**config.mk**
```make
export PLATFORM = sky130hd
export DESIGN_NAME = cmdfe_top
export DESIGN_NICKNAME = d
export VERILOG_FILES = /design/src/rtl/cmdfe_pkg.sv /design/src/rtl/cmdfe_regdec.sv /design/src/rtl/cmdfe_cfg.sv /design/src/rtl/cmdfe_handshake.sv /design/src/rtl/cmdfe_irq.sv /design/src/rtl/cmdfe_top.sv
export SDC_FILE = /design/constraint.sdc
export NUM_CORES = 1
export LEC_CHECK = 0
export BUFFER_PORTS_ARGS = -buffer_cell sky130_fd_sc_hd__clkbuf_2
export CORE_MARGIN = 1
export CORE_UTILIZATION = 45
export CTS_CLUSTER_SIZE = 20
export DETAILED_ROUTE_END_ITERATION = 6
export PLACE_DENSITY = 0.77
export SYNTH_ARGS = -nofsm -noshare
export SYNTH_HDL_FRONTEND = slang
export SYNTH_SLANG_ARGS = --single-unit
```
**constraint.sdc**
```tcl
create_clock -name clk -period 1.65 [get_ports clk]
set_input_delay 0.0825 -clock clk [delete_from_list [all_inputs] [get_ports clk]]
set_output_delay 0.0825 -clock clk [all_outputs]
set_load 0.01 [all_outputs]
```
**src/rtl/cmdfe_pkg.sv**
```systemverilog
package cmdfe_pkg;

    localparam int REG_IDX_W = 3;

    typedef enum logic [REG_IDX_W-1:0] {
        IDX_INTR_STATE = 3'd0,
        IDX_INTR_EN    = 3'd1,
        IDX_OPEN       = 3'd2,
        IDX_CTRL       = 3'd3,
        IDX_CMD        = 3'd4,
        IDX_STATUS     = 3'd5
    } reg_idx_e;

    typedef struct packed {
        logic intr_state;
        logic intr_en;
        logic open;
        logic ctrl;
        logic cmd;
    } wr_sel_t;

    typedef struct packed {
        logic err;
        logic ready;
    } cmd_sts_t;

    function automatic wr_sel_t decode_write(logic [REG_IDX_W-1:0] idx, logic we);
        wr_sel_t s;
        s            = '0;
        s.intr_state = we && (idx == IDX_INTR_STATE);
        s.intr_en    = we && (idx == IDX_INTR_EN);
        s.open       = we && (idx == IDX_OPEN);
        s.ctrl       = we && (idx == IDX_CTRL);
        s.cmd        = we && (idx == IDX_CMD);
        return s;
    endfunction

endpackage

```
**src/rtl/cmdfe_regdec.sv**
```systemverilog
module cmdfe_regdec
    import cmdfe_pkg::*;
#(
    parameter int ADDR_W = 4
) (
    input  logic [ADDR_W-1:0]    addr,
    input  logic                 we,
    output logic [REG_IDX_W-1:0] idx,
    output logic                 in_range,
    output wr_sel_t              wsel
);

    assign idx = addr[REG_IDX_W-1:0];

    generate
        if (ADDR_W > REG_IDX_W) begin : g_hi_bits
            assign in_range = (addr[ADDR_W-1:REG_IDX_W] == '0);
        end else begin : g_no_hi_bits
            assign in_range = 1'b1;
        end
    endgenerate

    assign wsel = decode_write(idx, we && in_range);

endmodule

```
**src/rtl/cmdfe_cfg.sv**
```systemverilog
module cmdfe_cfg (
    input  logic clk,
    input  logic rst,
    input  logic wr_open,
    input  logic wr_ctrl,
    input  logic wbit,
    output logic open,
    output logic ctrl_en
);

    always_ff @(posedge clk) begin
        if (rst) begin
            open    <= 1'b1;
            ctrl_en <= 1'b0;
        end else begin
            if (wr_open && wbit) open <= 1'b0;
            if (wr_ctrl && open) ctrl_en <= wbit;
        end
    end

    // once closed, configuration stays closed until reset
    p_open_stays_closed_r1: assert property (@(posedge clk) disable iff (rst)
        !open |=> !open);

    // control bit frozen while closed
    p_ctrl_frozen_r2: assert property (@(posedge clk) disable iff (rst)
        !open |=> $stable(ctrl_en));

endmodule

```
**src/rtl/cmdfe_handshake.sv**
```systemverilog
module cmdfe_handshake
    import cmdfe_pkg::*;
#(
    parameter int DATA_W = 32
) (
    input  logic              clk,
    input  logic              rst,
    input  logic              cmd_wr,
    input  logic              path_en,
    input  logic [DATA_W-1:0] wdata,
    input  logic              cmd_ack,
    input  logic              cmd_err,
    output logic              cmd_valid,
    output logic [DATA_W-1:0] cmd_word,
    output cmd_sts_t          sts,
    output logic              done_evt
);

    logic accept;
    logic ready_q;
    logic err_q;

    assign accept   = cmd_wr && path_en && ready_q;
    assign done_evt = cmd_ack && !ready_q;

    always_ff @(posedge clk) begin
        if (rst) begin
            ready_q   <= 1'b1;
            err_q     <= 1'b0;
            cmd_valid <= 1'b0;
            cmd_word  <= '0;
        end else begin
            cmd_valid <= accept;
            if (accept) begin
                ready_q  <= 1'b0;
                cmd_word <= wdata;
            end else if (done_evt) begin
                ready_q <= 1'b1;
                err_q   <= cmd_err;
            end
        end
    end

    assign sts.ready = ready_q;
    assign sts.err   = err_q;

    // request qualifier lasts a single cycle
    p_single_pulse_r3: assert property (@(posedge clk) disable iff (rst)
        cmd_valid |=> !cmd_valid);

    // a pulse is only seen while the interface is busy
    p_pulse_busy_r4: assert property (@(posedge clk) disable iff (rst)
        cmd_valid |-> !ready_q);

    // busy holds until acknowledge
    p_busy_hold_r4: assert property (@(posedge clk) disable iff (rst)
        (!ready_q && !cmd_ack) |=> !ready_q);

    // acknowledge returns ready
    p_ack_ready_r4: assert property (@(posedge clk) disable iff (rst)
        (!ready_q && cmd_ack) |=> ready_q);

    // status captures the error flag of the acknowledge
    p_err_capture_r5: assert property (@(posedge clk) disable iff (rst)
        (!ready_q && cmd_ack) |=> (err_q == $past(cmd_err)));

    // outstanding word not disturbed while busy
    p_word_held_r7: assert property (@(posedge clk) disable iff (rst)
        (!ready_q && !cmd_valid) |-> $stable(cmd_word));

endmodule

```
**src/rtl/cmdfe_irq.sv**
```systemverilog
module cmdfe_irq (
    input  logic clk,
    input  logic rst,
    input  logic done_evt,
    input  logic wr_state,
    input  logic wr_en,
    input  logic wbit,
    output logic state,
    output logic en,
    output logic irq
);

    always_ff @(posedge clk) begin
        if (rst) begin
            state <= 1'b0;
            en    <= 1'b0;
        end else begin
            if (done_evt)               state <= 1'b1;
            else if (wr_state && wbit)  state <= 1'b0;
            if (wr_en) en <= wbit;
        end
    end

    assign irq = state && en;

    // a completion always leaves the state bit set, even against a clear
    p_set_wins_r8: assert property (@(posedge clk) disable iff (rst)
        done_evt |=> state);

    // write-one clears when no completion competes
    p_w1c_clears_r8: assert property (@(posedge clk) disable iff (rst)
        (wr_state && wbit && !done_evt) |=> !state);

endmodule

```
**src/rtl/cmdfe_top.sv**
```systemverilog
module cmdfe_top
    import cmdfe_pkg::*;
#(
    parameter int ADDR_W = 4,
    parameter int DATA_W = 32
) (
    input  logic              clk,
    input  logic              rst,
    input  logic [ADDR_W-1:0] reg_addr,
    input  logic [DATA_W-1:0] reg_wdata,
    input  logic              reg_we,
    input  logic              reg_re,
    output logic [DATA_W-1:0] reg_rdata,
    input  logic              fuse_en,
    output logic              cmd_valid,
    output logic [DATA_W-1:0] cmd_word,
    input  logic              cmd_ack,
    input  logic              cmd_err,
    output logic              irq_done
);

    localparam int PAD_W = DATA_W - 2;

    logic [REG_IDX_W-1:0] idx;
    logic                 in_range;
    wr_sel_t              wsel;
    logic                 open;
    logic                 ctrl_en;
    logic                 path_en;
    cmd_sts_t             sts;
    logic                 done_evt;
    logic                 intr_state;
    logic                 intr_en;

    cmdfe_regdec #(.ADDR_W(ADDR_W)) u_dec (
        .addr     (reg_addr),
        .we       (reg_we),
        .idx      (idx),
        .in_range (in_range),
        .wsel     (wsel)
    );

    cmdfe_cfg u_cfg (
        .clk     (clk),
        .rst     (rst),
        .wr_open (wsel.open),
        .wr_ctrl (wsel.ctrl),
        .wbit    (reg_wdata[0]),
        .open    (open),
        .ctrl_en (ctrl_en)
    );

    assign path_en = ctrl_en && fuse_en;

    cmdfe_handshake #(.DATA_W(DATA_W)) u_hs (
        .clk       (clk),
        .rst       (rst),
        .cmd_wr    (wsel.cmd && open),
        .path_en   (path_en),
        .wdata     (reg_wdata),
        .cmd_ack   (cmd_ack),
        .cmd_err   (cmd_err),
        .cmd_valid (cmd_valid),
        .cmd_word  (cmd_word),
        .sts       (sts),
        .done_evt  (done_evt)
    );

    cmdfe_irq u_irq (
        .clk      (clk),
        .rst      (rst),
        .done_evt (done_evt),
        .wr_state (wsel.intr_state),
        .wr_en    (wsel.intr_en),
        .wbit     (reg_wdata[0]),
        .state    (intr_state),
        .en       (intr_en),
        .irq      (irq_done)
    );

    always_comb begin
        reg_rdata = '0;
        if (reg_re && in_range) begin
            case (idx)
                IDX_INTR_STATE: reg_rdata = {{(DATA_W-1){1'b0}}, intr_state};
                IDX_INTR_EN:    reg_rdata = {{(DATA_W-1){1'b0}}, intr_en};
                IDX_OPEN:       reg_rdata = {{(DATA_W-1){1'b0}}, open};
                IDX_CTRL:       reg_rdata = {{(DATA_W-1){1'b0}}, ctrl_en};
                IDX_STATUS:     reg_rdata = {{PAD_W{1'b0}}, sts.err, sts.ready};
                default:        reg_rdata = '0;
            endcase
        end
    end

    // no request leaves without the enable and the fuse input
    p_gate_r6: assert property (@(posedge clk) disable iff (rst)
        (wsel.cmd && !path_en) |=> !cmd_valid);

    // a closed configuration starts no command
    p_closed_no_cmd_r2: assert property (@(posedge clk) disable iff (rst)
        (wsel.cmd && !open) |=> !cmd_valid);

endmodule

```
* Yosys cells after proc, flatten, opt, wreduce, memory -nomap -nowiden
Cells that the tools add are included.
** Operators by class
- Equal/unequal tests :: 5
- Shift operators :: 0
- Muxes and demuxes :: 6
- Divide/modulo/power cells :: 0
- Bitwise gates (word level) :: 2
- $lt $le $gt $ge :: 0
- $mul :: 0
- Reduce and logical (&&, ||, !) cells :: 21
- $add $sub $neg :: 0
** Operators by type and width (count)
- 1-bit logical AND :: 16
- 2-bit case mux with 5 select lines :: 1
- 3-bit by 2-bit equality test with 1-bit output, second input constant :: 2
- 3-bit equality test, second input constant :: 2
- 1-bit two-way mux :: 4
- 2-bit nonzero test :: 2
- 3-bit by 1-bit equality test with 1-bit output, second input constant :: 1
- 3-bit logical NOT :: 1
- 2-bit two-way mux :: 1
- 1-bit inverter :: 2
- 2-bit AND reduction :: 1
- 1-bit logical NOT :: 1
** Storage, ports and cells
- RAM bits :: 0
- Latch bits :: 0
- Register bits after elaboration :: 39
- ROM bits :: 0
- Memories :: 0

* Depth between registers and ports, before layout
Gate-level depths: netlist of run 1.
- Depth after elaboration :: 8
- Depth in mapped cells :: 4
- Mapped depth without buffers :: 3

* By module
Synthesis of run 1 repeated with hierarchy kept, for this count alone.
** Unflattened totals
- Cells, all modules :: 219
- Area, all modules :: 1831.8 um^2
** By module, submodules not included
- cmdfe_handshake :: cells an instance 152, seq. area each 700.7 um^2, area an instance 1290.0 um^2, instances 1
- cmdfe_top :: cells an instance 40, seq. area each 0.0 um^2, area an instance 295.3 um^2, instances 1
- cmdfe_regdec :: cells an instance 12, seq. area each 0.0 um^2, area an instance 88.8 um^2, instances 1
- cmdfe_irq :: cells an instance 8, seq. area each 40.0 um^2, area an instance 82.6 um^2, instances 1
- cmdfe_cfg :: cells an instance 7, seq. area each 40.0 um^2, area an instance 75.1 um^2, instances 1

* Worst setup path after synthesis of run 1
No wires, ideal clock.
- Kind :: input to register
- Start :: input port reg_addr[0]
- End :: register u_hs.cmd_word[10]
- Setup slack :: 235 ps
- Data arrival time :: 1344 ps
- Stages on the path :: 4
- Setup time :: 72 ps
- Cells stage by stage :: or4b_4 nor3_4 buf_6 mux2i_1
** Between the ends
- Word-level cells in the longest chain between the ends :: 5
** RTL lines
- start: declaration :: line cmdfe_top.sv:9 : input logic [ADDR_W-1:0] reg_addr,
- 3-bit equality test :: line cmdfe_pkg.sv:34 : s.cmd = we && (idx == IDX_CMD);
- 1-bit logical AND :: line cmdfe_pkg.sv:34
- 1-bit logical AND :: line cmdfe_top.sv:58 : .cmd_wr (wsel.cmd && open),
- 1-bit logical AND (2 in a row) :: line cmdfe_handshake.sv:23 : assign accept = cmd_wr && path_en && ready_q;
- end signal: assignment :: line cmdfe_handshake.sv:36 : cmd_word <= wdata;
- end: declaration :: line cmdfe_handshake.sv:14 : output logic [DATA_W-1:0] cmd_word,
No other way between the ends.
A chain may end at the register's enable or synchronous reset.

* Final worst setup path of run 1
- Start :: register u_cfg.open
- End :: output port reg_rdata[0]
** Between the ends
- Word-level cells in the longest chain between the ends :: 2
** RTL lines
- start: declaration :: line cmdfe_cfg.sv:7 : output logic open,
- start signal: assignment :: line cmdfe_cfg.sv:13 : open <= 1'b1;
- start signal: assignment :: line cmdfe_cfg.sv:16 : if (wr_open && wbit) open <= 1'b0;
- 2-bit case mux with 5 select lines :: line cmdfe_top.sv:84 : case (idx)
- 2-bit two-way mux :: line cmdfe_top.sv:83 : if (reg_re && in_range) begin
- end: declaration :: line cmdfe_top.sv:13 : output logic [DATA_W-1:0] reg_rdata,
No other way between the ends.

==> impl_summary.log, run 1 <==
INFO  metric outcome = completed
INFO  metric route.detailed.vias_per_inst = 4.591
INFO  metric yosys.cell_count.top_type = nand2b_1
INFO  metric overflow = 0
INFO  metric route.detailed.drc = 0
INFO  metric timing_max_transition_violations_final = 0
INFO  metric critical_path.endpoint_type = output pin
INFO  metric multi_input_comb_area = 1097 um^2
INFO  metric root_buffer_selected_by_cts = clkbuf_8
INFO  metric dpl_hpwl = 2669 um
INFO  metric dieArea = 4851 um^2
INFO  metric ant_nets = 0
INFO  metric power.static_leakage = 1.094 nW
INFO  metric setup-violations-final = 0
INFO  metric p_int = 1.315 mW
INFO  metric cts_htree_levels = 2
INFO  metric cts.sinks = 39
INFO  metric area_growth = 20.84%
INFO  metric clock_latency_late_sink = 0.29 ns
INFO  metric synth_top_area_share = 37.91%
INFO  metric drv_cap = 0
INFO  metric timing.critical_path.required = 1.57 ns
INFO  metric post-route-cell-area = 2489 um^2
INFO  metric tns = 0 ns
INFO  metric layout-drive-gt1-share = 32.76%
INFO  metric path_max_fanout = 5
INFO  metric sw_frac_of_total = 23.96%
INFO  metric tritoncts = done
INFO  metric power.combinational.fraction = 10.2%
INFO  metric tritoncts.num_buffers = 5
INFO  metric period_share = 93.17%
INFO  metric netlist_top_cells_count = nand2b_1 (69), dfxtp_1 (39), mux2i_1 (32), buf_4 (30), clkbuf_1 (9)
INFO  metric place.gp.congestion = 0.7670
INFO  metric cts_setup_buffers = 0
INFO  metric final-seq-area = 780.7 um^2
INFO  metric grt_max_degree = 40
INFO  metric design_power_total = 1.730 mW
INFO  metric post-synth-top-area-cell = dfxtp_1
INFO  metric fmax = 650.5 MHz
INFO  metric wl_per_cell = 10.64 um
INFO  metric detailedRoute.firstIterationViolations = 33
INFO  metric fp.dieH = 69.65 um
INFO  metric cts_hold_buffers = 0
INFO  metric start_util = 46.97%
INFO  metric cts_max_path_buffers = 2
INFO  metric worst_slew_pin_slew = 0.5053 ns
INFO  metric synth_edf_count = 0
INFO  metric io_pins = 109
INFO  metric worst_setup_hold_path_clk_slew = 0.07 ns
INFO  metric yosysSeqAreaShare = 37.91%
INFO  metric syn_area = 2059 um^2
INFO  metric netlist_instances = 216
INFO  metric nFillCells = 400
INFO  metric number_of_global_route_vias_before_repair = 1421
INFO  metric max-vdd-ir-drop = 0.4597 mV
INFO  metric timing.clock.skew = 0.004440 ns
INFO  metric net_switching_power = 0.4145 mW
INFO  metric grt_first_pass_wirelength = 6023 um
INFO  metric dr.pass1.iters = 4
INFO  metric core.rowCount = 24
INFO  metric detailroute.via_count = 1584
INFO  metric worst_slew_margin_rel = 66.31%
INFO  metric design.core.area = 4384 um^2
INFO  metric postRouteWirelength = 3671 um
INFO  metric placedInstanceArea = 2399 um^2
INFO  metric hold_path.class = primary input to register
INFO  metric criticalPathCategory = register to output pin
INFO  metric postSynthRegisterBits = 39
INFO  metric synthArstFlopShare = 0%
INFO  metric track_usage = 15.54%
INFO  metric io_buffer_count = 78
INFO  metric number_of_hold_slack_violations_in_the_final_timing_report = 0
INFO  metric critPathArrivalTime = 1.45 ns
INFO  metric post_synth.cell_area_avg = 9.535 um^2
INFO  metric yosys_warnings = 0
INFO  metric cellPowerDensity = 695.1 nW/um^2
INFO  metric dieWidth = 69.65 um
INFO  metric crit_path_start_kind = register
INFO  metric grt_setup_unrepaired = false
INFO  metric synth.area.top_cells = dfxtp_1 (38%), nand2b_1 (21%), mux2i_1 (16%), buf_4 (11%), clkbuf_1 (1.6%)
INFO  metric p_seq_share = 54.5%
INFO  metric layout.nets = 335
INFO  metric synth_top_flop_cell = dfxtp_1
INFO  metric antenna_cells = 0
INFO  metric post_route_minimum_period = 1.537 ns
INFO  metric number_of_distinct_library_cells_after_synthesis = 29
INFO  metric clock_power_share = 35.3%
INFO  metric antenna_found_initial = 0
## logic make-up (layout without fill, tap and decap cells)
logic type / after synthesis / count (layout) / share of synthesized area, %
AOI/OAI and AO/OA: 12 / 12 / 3.646
and+or+nand+nor: 88 / 88 / 27.76
DFF: 39 / 39 / 37.91
other: 1 / 30 / 0.1821
muxes: 33 / 33 / 16.10
buffers and inverters: 43 / 91 / 14.40
## sequential cells by signal, indices dropped and copies added, names as in the netlist
| signal | flops |
|---|---|
| u_hs.cmd_word | 32 |
| u_cfg.ctrl_en | 1 |
| u_cfg.open | 1 |
| u_hs.cmd_valid | 1 |
| u_hs.err_q | 1 |
| u_hs.ready_q | 1 |
| u_irq.en | 1 |
| u_irq.state | 1 |
## placed cells by master (no fill, tap or decap), types with 2 or more instances in the layout
cell      instances
clkbuf_2         78
nand2b_1         69
dfxtp_1          39
mux2i_1          32
conb_1           30
a21oi_1           5
clkbuf_8          5
nand2_1           3
clkinv_2          3
buf_12            3
and3b_1           2
o21ai_0           2
nor2_1            2
nand3b_1          2
## metal layers
| metal | global-route usage, % | routed length (um) | vias to the layer above |
|---|---|---|---|
| li1 | - | - | 800 |
| met1 | 18.10 | 1636 | 712 |
| met2 | 25.78 | 1680 | 67 |
| met3 | 6.395 | 309 | 5 |
| met4 | 5.333 | 44 | 0 |
| met5 | 0 | 0 | - |
## path summary, 6_finish.rpt
check | start | to | slack (ns) | cells after the start
worst max-delay path | u_cfg.open$_SDFFE_PP1P_ | reg_rdata[0] | 0.11 | 4
worst min-delay path | reg_wdata[12] | u_hs.cmd_word[12]$_SDFFE_PP0P_ | 0.03 | 3
worst min register to register | u_hs.err_q$_SDFFE_PP0P_ | u_hs.err_q$_SDFFE_PP0P_ | 0.47 | 2
worst max register to register | u_hs.ready_q$_SDFFE_PP1P_ | u_hs.cmd_word[14]$_SDFFE_PP0P_ | 0.33 | 4
## through the flow
stage | hold WS, ns | setup WS (ns) | instances | utilization, %
finish | 0.03020 | 0.1128 | 345 | 56.76
global route | 0.01967 | 0.03796 | 345 | 56.76
CTS | 0.01778 | 0.06118 | 345 | 56.62
detailed placement | 0.3347 | 0.07170 | 337 | 54.71
global placement | 0.3239 | 0.1433 | 337 | 54.71
floorplan | 0.2280 | 0.2349 | 245 | -
## timing repair
action	4_1_cts	5_1_grt
endpoints found under the setup margin	0	1
endpoints found under the hold margin	0	0
gates resized for setup	0	1
## worst max-delay path: stages, from the launching register on
cell      delay (ns)
dfxtp_1         0.39
nor4bb_2        0.24
a21oi_1         0.07
a221oi_1        0.29
clkbuf_2        0.18
## power by group through the flow
stage                     combinational [mW]  sequential [mW]  clock, mW
final                                  0.176            0.942      0.611
after CTS                              0.177            0.942      0.639
after detailed placement               0.176            0.964          0
after global placement                 0.173            0.964          0
after global routing                   0.196            0.942      0.674
after floorplan                        0.158            0.964          0
## final cells by class
type / instances / area share, %
Clock buffer: 5 / 2.765
Clock inverter: 3 / 0.6033
Inverter: 1 / 0.1508
Multi-Input combinational cell: 163 / 44.09
Sequential cell: 39 / 31.37
Tap cell: 52 / 2.614
Timing Repair Buffer: 82 / 18.40
No activity file was read; power rests on OpenSTA's default activity.
==> run 2, diff against run 1 <==
--- a/config.mk
+++ b/config.mk
@@ -7,4 +7,5 @@
 export LEC_CHECK = 0
 export BUFFER_PORTS_ARGS = -buffer_cell sky130_fd_sc_hd__clkbuf_2
+export CORE_ASPECT_RATIO = 1.4
 export CORE_MARGIN = 1
 export CORE_UTILIZATION = 45
==> constraint.sdc (replaced) <==
create_clock -name clk -period 1.65 [get_ports clk]
set_input_delay 0 -clock clk [delete_from_list [all_inputs] [get_ports clk]]
set_output_delay 0 -clock clk [all_outputs]
set_load 0.01 [all_outputs]
==> impl_summary.log, run 2 (synthesized netlist as in run 1, its figures left out) <==
INFO  metric worst_slew_margin_rel = 65.91% (-0.40 points)
INFO  metric worstReg2RegEnd = u_hs.cmd_word[29]$_SDFFE_PP0P_
INFO  metric design.core.area = 4309 um^2 (-1.7%)
INFO  metric period_share = 86.71% (-6.5 points)
INFO  metric place.gp.congestion = 0.7656 (-0.18%)
INFO  metric nFillCells = 376 (-6.0%)
INFO  metric tns = 0 ns (unchanged)
INFO  metric dpl_hpwl = 2722 um (+2.0%)
INFO  metric grt_first_pass_wirelength = 7003 um (+16%)
INFO  metric number_of_global_route_vias_before_repair = 1598 (+12%)
INFO  metric wl_per_cell = 11.48 um (+7.9%)
INFO  metric root_buffer_selected_by_cts = clkbuf_8
INFO  metric top_register = u_hs.cmd_word
INFO  metric layout-drive-gt1-share = 28.53% (-4.2 points)
INFO  metric timing.hold.worst_path_depth = 3 (unchanged)
INFO  metric max-vdd-ir-drop = 0.3957 mV (-14%)
INFO  metric outcome = completed
INFO  metric tritoncts = done
INFO  metric largest_register_ffs = 32 (unchanged)
INFO  metric timing.clock.skew = 0.009359 ns (+0.004920 ns)
INFO  metric path_max_fanout = 5 (unchanged)
INFO  metric antenna_found_initial = 0 (unchanged)
INFO  metric dieArea = 4855 um^2 (about the same)
INFO  metric clock_latency_late_sink = 0.29 ns (about the same)
INFO  metric path_depth_of_the_worst_reg2reg_path = 4 (unchanged)
INFO  metric setup-violations-final = 0 (unchanged)
INFO  metric p_int = 1.367 mW (+3.9%)
INFO  metric critPathArrivalTime = 1.43 ns (-0.02 ns)
INFO  metric clock_power_share = 34.8% (-0.5 points)
INFO  metric io_pins = 109 (unchanged)
INFO  metric cts_max_path_buffers = 2 (unchanged)
INFO  metric cts_resized = 0 (unchanged)
INFO  metric overflow = 0 (unchanged)
INFO  metric cts_setup_buffers = 0 (unchanged)
INFO  metric area_growth = 36.03%
INFO  metric io_buffer_count = 78 (unchanged)
INFO  metric hold-path-endpoint = u_hs.cmd_word[0]$_SDFFE_PP0P_
INFO  metric post_route_minimum_period = 1.431 ns (-0.1065 ns)
INFO  metric drv_cap = 0 (unchanged)
INFO  metric grt_max_degree = 43 (+7.5%)
INFO  metric tritoncts.num_buffers = 5 (unchanged)
INFO  metric wl_met1 = 1783 um (+9.0%)
INFO  metric detailroute.via_count = 1721 (+8.6%)
INFO  metric worstHoldStart = reg_wdata[0]
INFO  metric regToRegStartpoint = u_hs.ready_q$_SDFFE_PP1P_
INFO  metric p_seq_share = 52.1% (-2.4 points)
INFO  metric ant_nets = 0 (unchanged)
INFO  metric power.static_leakage = 1.214 nW (+11%)
INFO  metric r2r_slack = 0.35 ns (+0.02 ns)
INFO  metric sw_frac_of_total = 24.36% (+0.40 points)
INFO  metric dr.pass1.iters = 4 (unchanged)
INFO  metric number_of_hold_slack_violations_in_the_final_timing_report = 0 (unchanged)
INFO  metric crit_path_start_kind = register
INFO  metric fp.dieH = 82.05 um (+18%)
INFO  metric grt_setup_unrepaired = false
INFO  metric critical_path.endpoint_type = output pin
INFO  metric layout.cells.most_common_list = clkbuf_2 (78), nand2b_1 (69), dfxtp_1 (39), dlygate4sd3_1 (34), mux2i_1 (32)
INFO  metric route.detailed.drc = 0 (unchanged)
INFO  metric detailedRoute.firstIterationViolations = 56 (+70%)
INFO  metric fmax = 698.9 MHz (+7.4%)
INFO  metric track_usage = 19.23% (+3.7 points)
INFO  metric cellPowerDensity = 645.1 nW/um^2 (-7.2%)
INFO  metric timing.critical_path.required = 1.65 ns (+0.08 ns)
INFO  metric layout.nets = 368 (+9.9%)
INFO  metric routed-wl-met2 = 2365 um (+41%)
INFO  metric commonest_non_fill_non_tap_cell_in_the_layout = clkbuf_2
INFO  metric net_switching_power = 0.4402 mW (+6.2%)
INFO  metric start_util = 47.79% (+0.82 points)
INFO  metric cts.sinks = 39 (unchanged)
INFO  metric antenna_cells = 0 (unchanged)
INFO  metric hold_path.class = primary input to register
INFO  metric cts_hold_buffers = 34 (+34)
INFO  metric core.rowCount = 28 (+17%)
INFO  metric route.detailed.vias_per_inst = 4.459 (-2.9%)
INFO  metric criticalPathCategory = register to output pin
INFO  metric detailroute.wirelength.met3 = 236 um (-24%)
INFO  metric postRouteWirelength = 4433 um (+21%)
INFO  metric route.top_layer_used = met4
INFO  metric worst_slew_pin_slew = 0.5044 ns (-0.0008852 ns)
INFO  metric timing_max_transition_violations_final = 0 (unchanged)
INFO  metric power.combinational.fraction = 13.1% (+2.9 points)
INFO  metric cts_htree_levels = 2 (unchanged)
INFO  metric design_power_total = 1.807 mW (+4.5%)
INFO  metric worst_setup_hold_path_clk_slew = 0.08 ns (about the same)
INFO  metric dieWidth = 59.18 um (-15%)
==> run 2: changes by cell type in the layout (fill, tap and decap cells not counted), sizes merged <==
cell,change
buf,-1
clkbuf,+1
dlygate4sd3,+34
clkinvlp,+1
clkinv,-2
==> run 2: worst max-delay path by stage <==
stage | from | endpoint
final | u_cfg.open$_SDFFE_PP1P_ | reg_rdata[0]
after global routing | u_cfg.open$_SDFFE_PP1P_ | reg_rdata[0]
after CTS | u_cfg.open$_SDFFE_PP1P_ | reg_rdata[0]
after detailed placement | reg_addr[0] | u_hs.cmd_word[22]$_SDFFE_PP0P_
after global placement | reg_addr[0] | u_hs.cmd_word[22]$_SDFFE_PP0P_
after floorplan | reg_addr[0] | u_hs.cmd_word[10]$_SDFFE_PP0P_
==> run 2: final cells by class <==
type                            count  area [um^2]  share of cell area, %
Clock buffer                        6        72.57                  2.590
Clock inverter                      2        12.51                 0.4466
Sequential cell                    39        780.7                  27.87
Tap cell                           60        75.07                  2.680
Multi-Input combinational cell    163         1091                  38.95
Inverter                            1        3.754                 0.1340
Timing Repair Buffer              115        765.7                  27.33
==> run 2: layer usage <==
| layer | global-route usage (%) | up-vias |
|---|---|---|
| li1 | - | 868 |
| met1 | 20.60 | 775 |
| met2 | 34.89 | 72 |
| met3 | 5.827 | 6 |
| met4 | 7.143 | 0 |
| met5 | 0 | - |
==> run 2: metrics by stage <==
step | hold WS, ns | worst slack [ns] | instance area (um^2) | instances | util [%]
global placement | 0.2416 | 0.1597 | 2376 | 344 | 55.14
detailed placement | 0.2528 | 0.1231 | 2376 | 344 | 55.14
floorplan | 0.1349 | 0.3174 | 2168 | 245 | -
CTS | 0.01277 | 0.2093 | 2801 | 386 | 65.01
global route | 0.04539 | 0.08229 | 2801 | 386 | 65.01
finish | 0.03091 | 0.2193 | 2801 | 386 | 65.01
==> run 2: critical path: stages, from the launching register on <==
cell and delay (ns):
dfxtp_1 0.39, nor4bb_1 0.22, a21oi_1 0.07, a221oi_1 0.29
clkbuf_2 0.18
==> run 2: power by group through the flow <==
stage          Sequential, mW  Clock, mW  Combinational (mW)
2_1_floorplan           0.964          0               0.158
3_3_place_gp            0.964          0               0.168
3_5_place_dp            0.964          0               0.170
4_1_cts                 0.942      0.653               0.230
5_1_grt                 0.942      0.685               0.262
6_report                0.942      0.629               0.236
==> run 3, diff against run 2 <==
Settings changed: MAX_ROUTING_LAYER from default to met4.
==> impl_summary.log, run 3 (synthesized netlist as in run 1, its figures left out) <==
INFO  metric period_share = 86.91% (+0.19 points)
INFO  metric cts_max_path_buffers = 2 (unchanged)
INFO  metric crit_path_start_kind = register
INFO  metric grt_max_degree = 43 (unchanged)
INFO  metric critical_path.endpoint_type = output pin
INFO  metric start_util = 47.79% (unchanged)
INFO  metric antenna_cells = 0 (unchanged)
INFO  metric worst_hold_slack = 0.02802 ns (-0.002886 ns)
INFO  metric dr.pass1.iters = 4 (unchanged)
INFO  metric finish.cell_count_without_fillers = 386 (unchanged)
INFO  metric drv_cap = 0 (unchanged)
INFO  metric core.rowCount = 28 (unchanged)
INFO  metric clock_latency_late_sink = 0.29 ns (about the same)
INFO  metric worst_slew_pin_slew = 0.5068 ns (+0.002394 ns)
INFO  metric tritoncts.num_buffers = 5 (unchanged)
INFO  metric postRouteWirelength = 4432 um (about the same)
INFO  metric top_register = u_hs.cmd_word
INFO  metric hold_path.class = primary input to register
INFO  metric overflow = 0 (unchanged)
INFO  metric criticalPathCategory = register to output pin
INFO  metric place.detailed.instances = 344 (unchanged)
INFO  metric critPathArrivalTime = 1.43 ns (about the same)
INFO  metric timing.clock.skew = 0.009309 ns (-0.00005060 ns)
INFO  metric place.gp.congestion = 0.7757 (+1.3%)
INFO  metric dieArea = 4855 um^2 (unchanged)
INFO  metric ant_nets = 0 (unchanged)
INFO  metric io_buffer_count = 78 (unchanged)
INFO  metric placedInstanceArea = 2376 um^2 (unchanged)
INFO  metric design.core.area = 4309 um^2 (unchanged)
INFO  metric post_route_minimum_period = 1.434 ns (+0.003217 ns)
INFO  metric path_max_fanout = 5 (unchanged)
INFO  metric area_growth = 36.03% (unchanged)
INFO  metric detailroute.via_count = 1724 (+0.17%)
INFO  metric detailedRoute.firstIterationViolations = 56 (unchanged)
INFO  metric timing_max_transition_violations_final = 0 (unchanged)
INFO  metric grt_first_pass_wirelength = 6989 um (-0.20%)
INFO  metric cts.sinks = 39 (unchanged)
INFO  metric tritoncts = done
INFO  metric number_of_global_route_vias_before_repair = 1597 (-0.063%)
INFO  metric root_buffer_selected_by_cts = clkbuf_8
INFO  metric post-place-ws = 0.1231 ns (unchanged)
INFO  metric dpl_hpwl = 2722 um (unchanged)
INFO  metric cts_setup_buffers = 0 (unchanged)
INFO  metric number_of_hold_slack_violations_in_the_final_timing_report = 0 (unchanged)
INFO  metric route.detailed.vias_per_inst = 4.466 (+0.17%)
INFO  metric cellPowerDensity = 645.3 nW/um^2 (about the same)
INFO  metric layout-drive-gt1-share = 28.53% (unchanged)
INFO  metric fmax = 697.4 MHz (-0.22%)
INFO  metric timing.critical_path.required = 1.65 ns (about the same)
INFO  metric route.detailed.drc = 0 (unchanged)
INFO  metric cts_hold_buffers = 34 (unchanged)
INFO  metric finalWorstSetupSlack = 0.2160 ns (-0.003217 ns)
INFO  metric tns = 0 ns (unchanged)
INFO  metric wl_per_cell = 11.48 um (about the same)
INFO  metric worst_slew_margin_rel = 65.75% (-0.16 points)
INFO  metric fp.dieH = 82.05 um (unchanged)
INFO  metric antenna_found_initial = 0 (unchanged)
INFO  metric grt_setup_unrepaired = false
INFO  metric layout.core_utilization = 65.01% (unchanged)
INFO  metric largest_register_ffs = 32 (unchanged)
INFO  metric worst_setup_hold_path_clk_slew = 0.08 ns (about the same)
INFO  metric track_usage = 19.74% (+0.51 points)
INFO  metric dieWidth = 59.18 um (unchanged)
INFO  metric setup-violations-final = 0 (unchanged)
INFO  metric commonest_non_fill_non_tap_cell_in_the_layout = clkbuf_2
INFO  metric layout.nets = 368 (unchanged)
INFO  metric io_pins = 109 (unchanged)
INFO  metric cts_htree_levels = 2 (unchanged)
INFO  metric design_power_total = 1.808 mW (about the same)
INFO  metric post-route-cell-area = 2801 um^2 (unchanged)
INFO  metric layout.cells.most_common_list = clkbuf_2 (78), nand2b_1 (69), dfxtp_1 (39), dlygate4sd3_1 (34), mux2i_1 (32)
INFO  metric power.static_leakage = 1.214 nW (unchanged)
INFO  metric cts_resized = 0 (unchanged)
INFO  metric outcome = completed
INFO  metric max-vdd-ir-drop = 0.3957 mV (about the same)
## run 3: cell counts in the layout (fill, tap and decap cells not counted)
Identical to the previous run, type by type.
## run 3: cell type report
cell class / count / area (um^2)
multi-input cells: 163 / 1091
well taps: 60 / 75.07
repair buffers: 115 / 765.7
inverters: 1 / 3.754
fillers: 376 / 1508
flip-flops and latches: 39 / 780.7
clock inverters: 2 / 12.51
clock buffers: 6 / 72.57
## run 3: critical path: stages, from the launching register on
cell and delay [ns]:
dfxtp_1 0.39, nor4bb_1 0.22, a21oi_1 0.07, a221oi_1 0.29, clkbuf_2 0.18
## run 3: per-layer routing
metal / vias to the layer above / track usage (%) / share of wire [%]
li1: 868 / - / -
met1: 778 / 20.60 / 40
met2: 72 / 34.77 / 54
met3: 6 / 5.827 / 5.3
met4: 0 / 7.143 / 1.1
met5: - / - / 0
## run 3: worst paths after layout
check                            startpoint                        endpoint  depth (start not counted)  slack [ns]
max                 u_cfg.open$_SDFFE_PP1P_                    reg_rdata[0]                          4        0.22
min                            reg_wdata[0]   u_hs.cmd_word[0]$_SDFFE_PP0P_                          3        0.03
max reg2reg       u_hs.ready_q$_SDFFE_PP1P_  u_hs.cmd_word[29]$_SDFFE_PP0P_                          4        0.36
min reg2reg  u_hs.cmd_word[25]$_SDFFE_PP0P_  u_hs.cmd_word[25]$_SDFFE_PP0P_                          2        0.47
## run 3: where the power goes
part / switching (mW) / leakage (nW) / internal (mW)
combinational: 0.106 / 0.858 / 0.130
sequential: 0.000859 / 0.314 / 0.941
clock: 0.334 / 0.0412 / 0.296
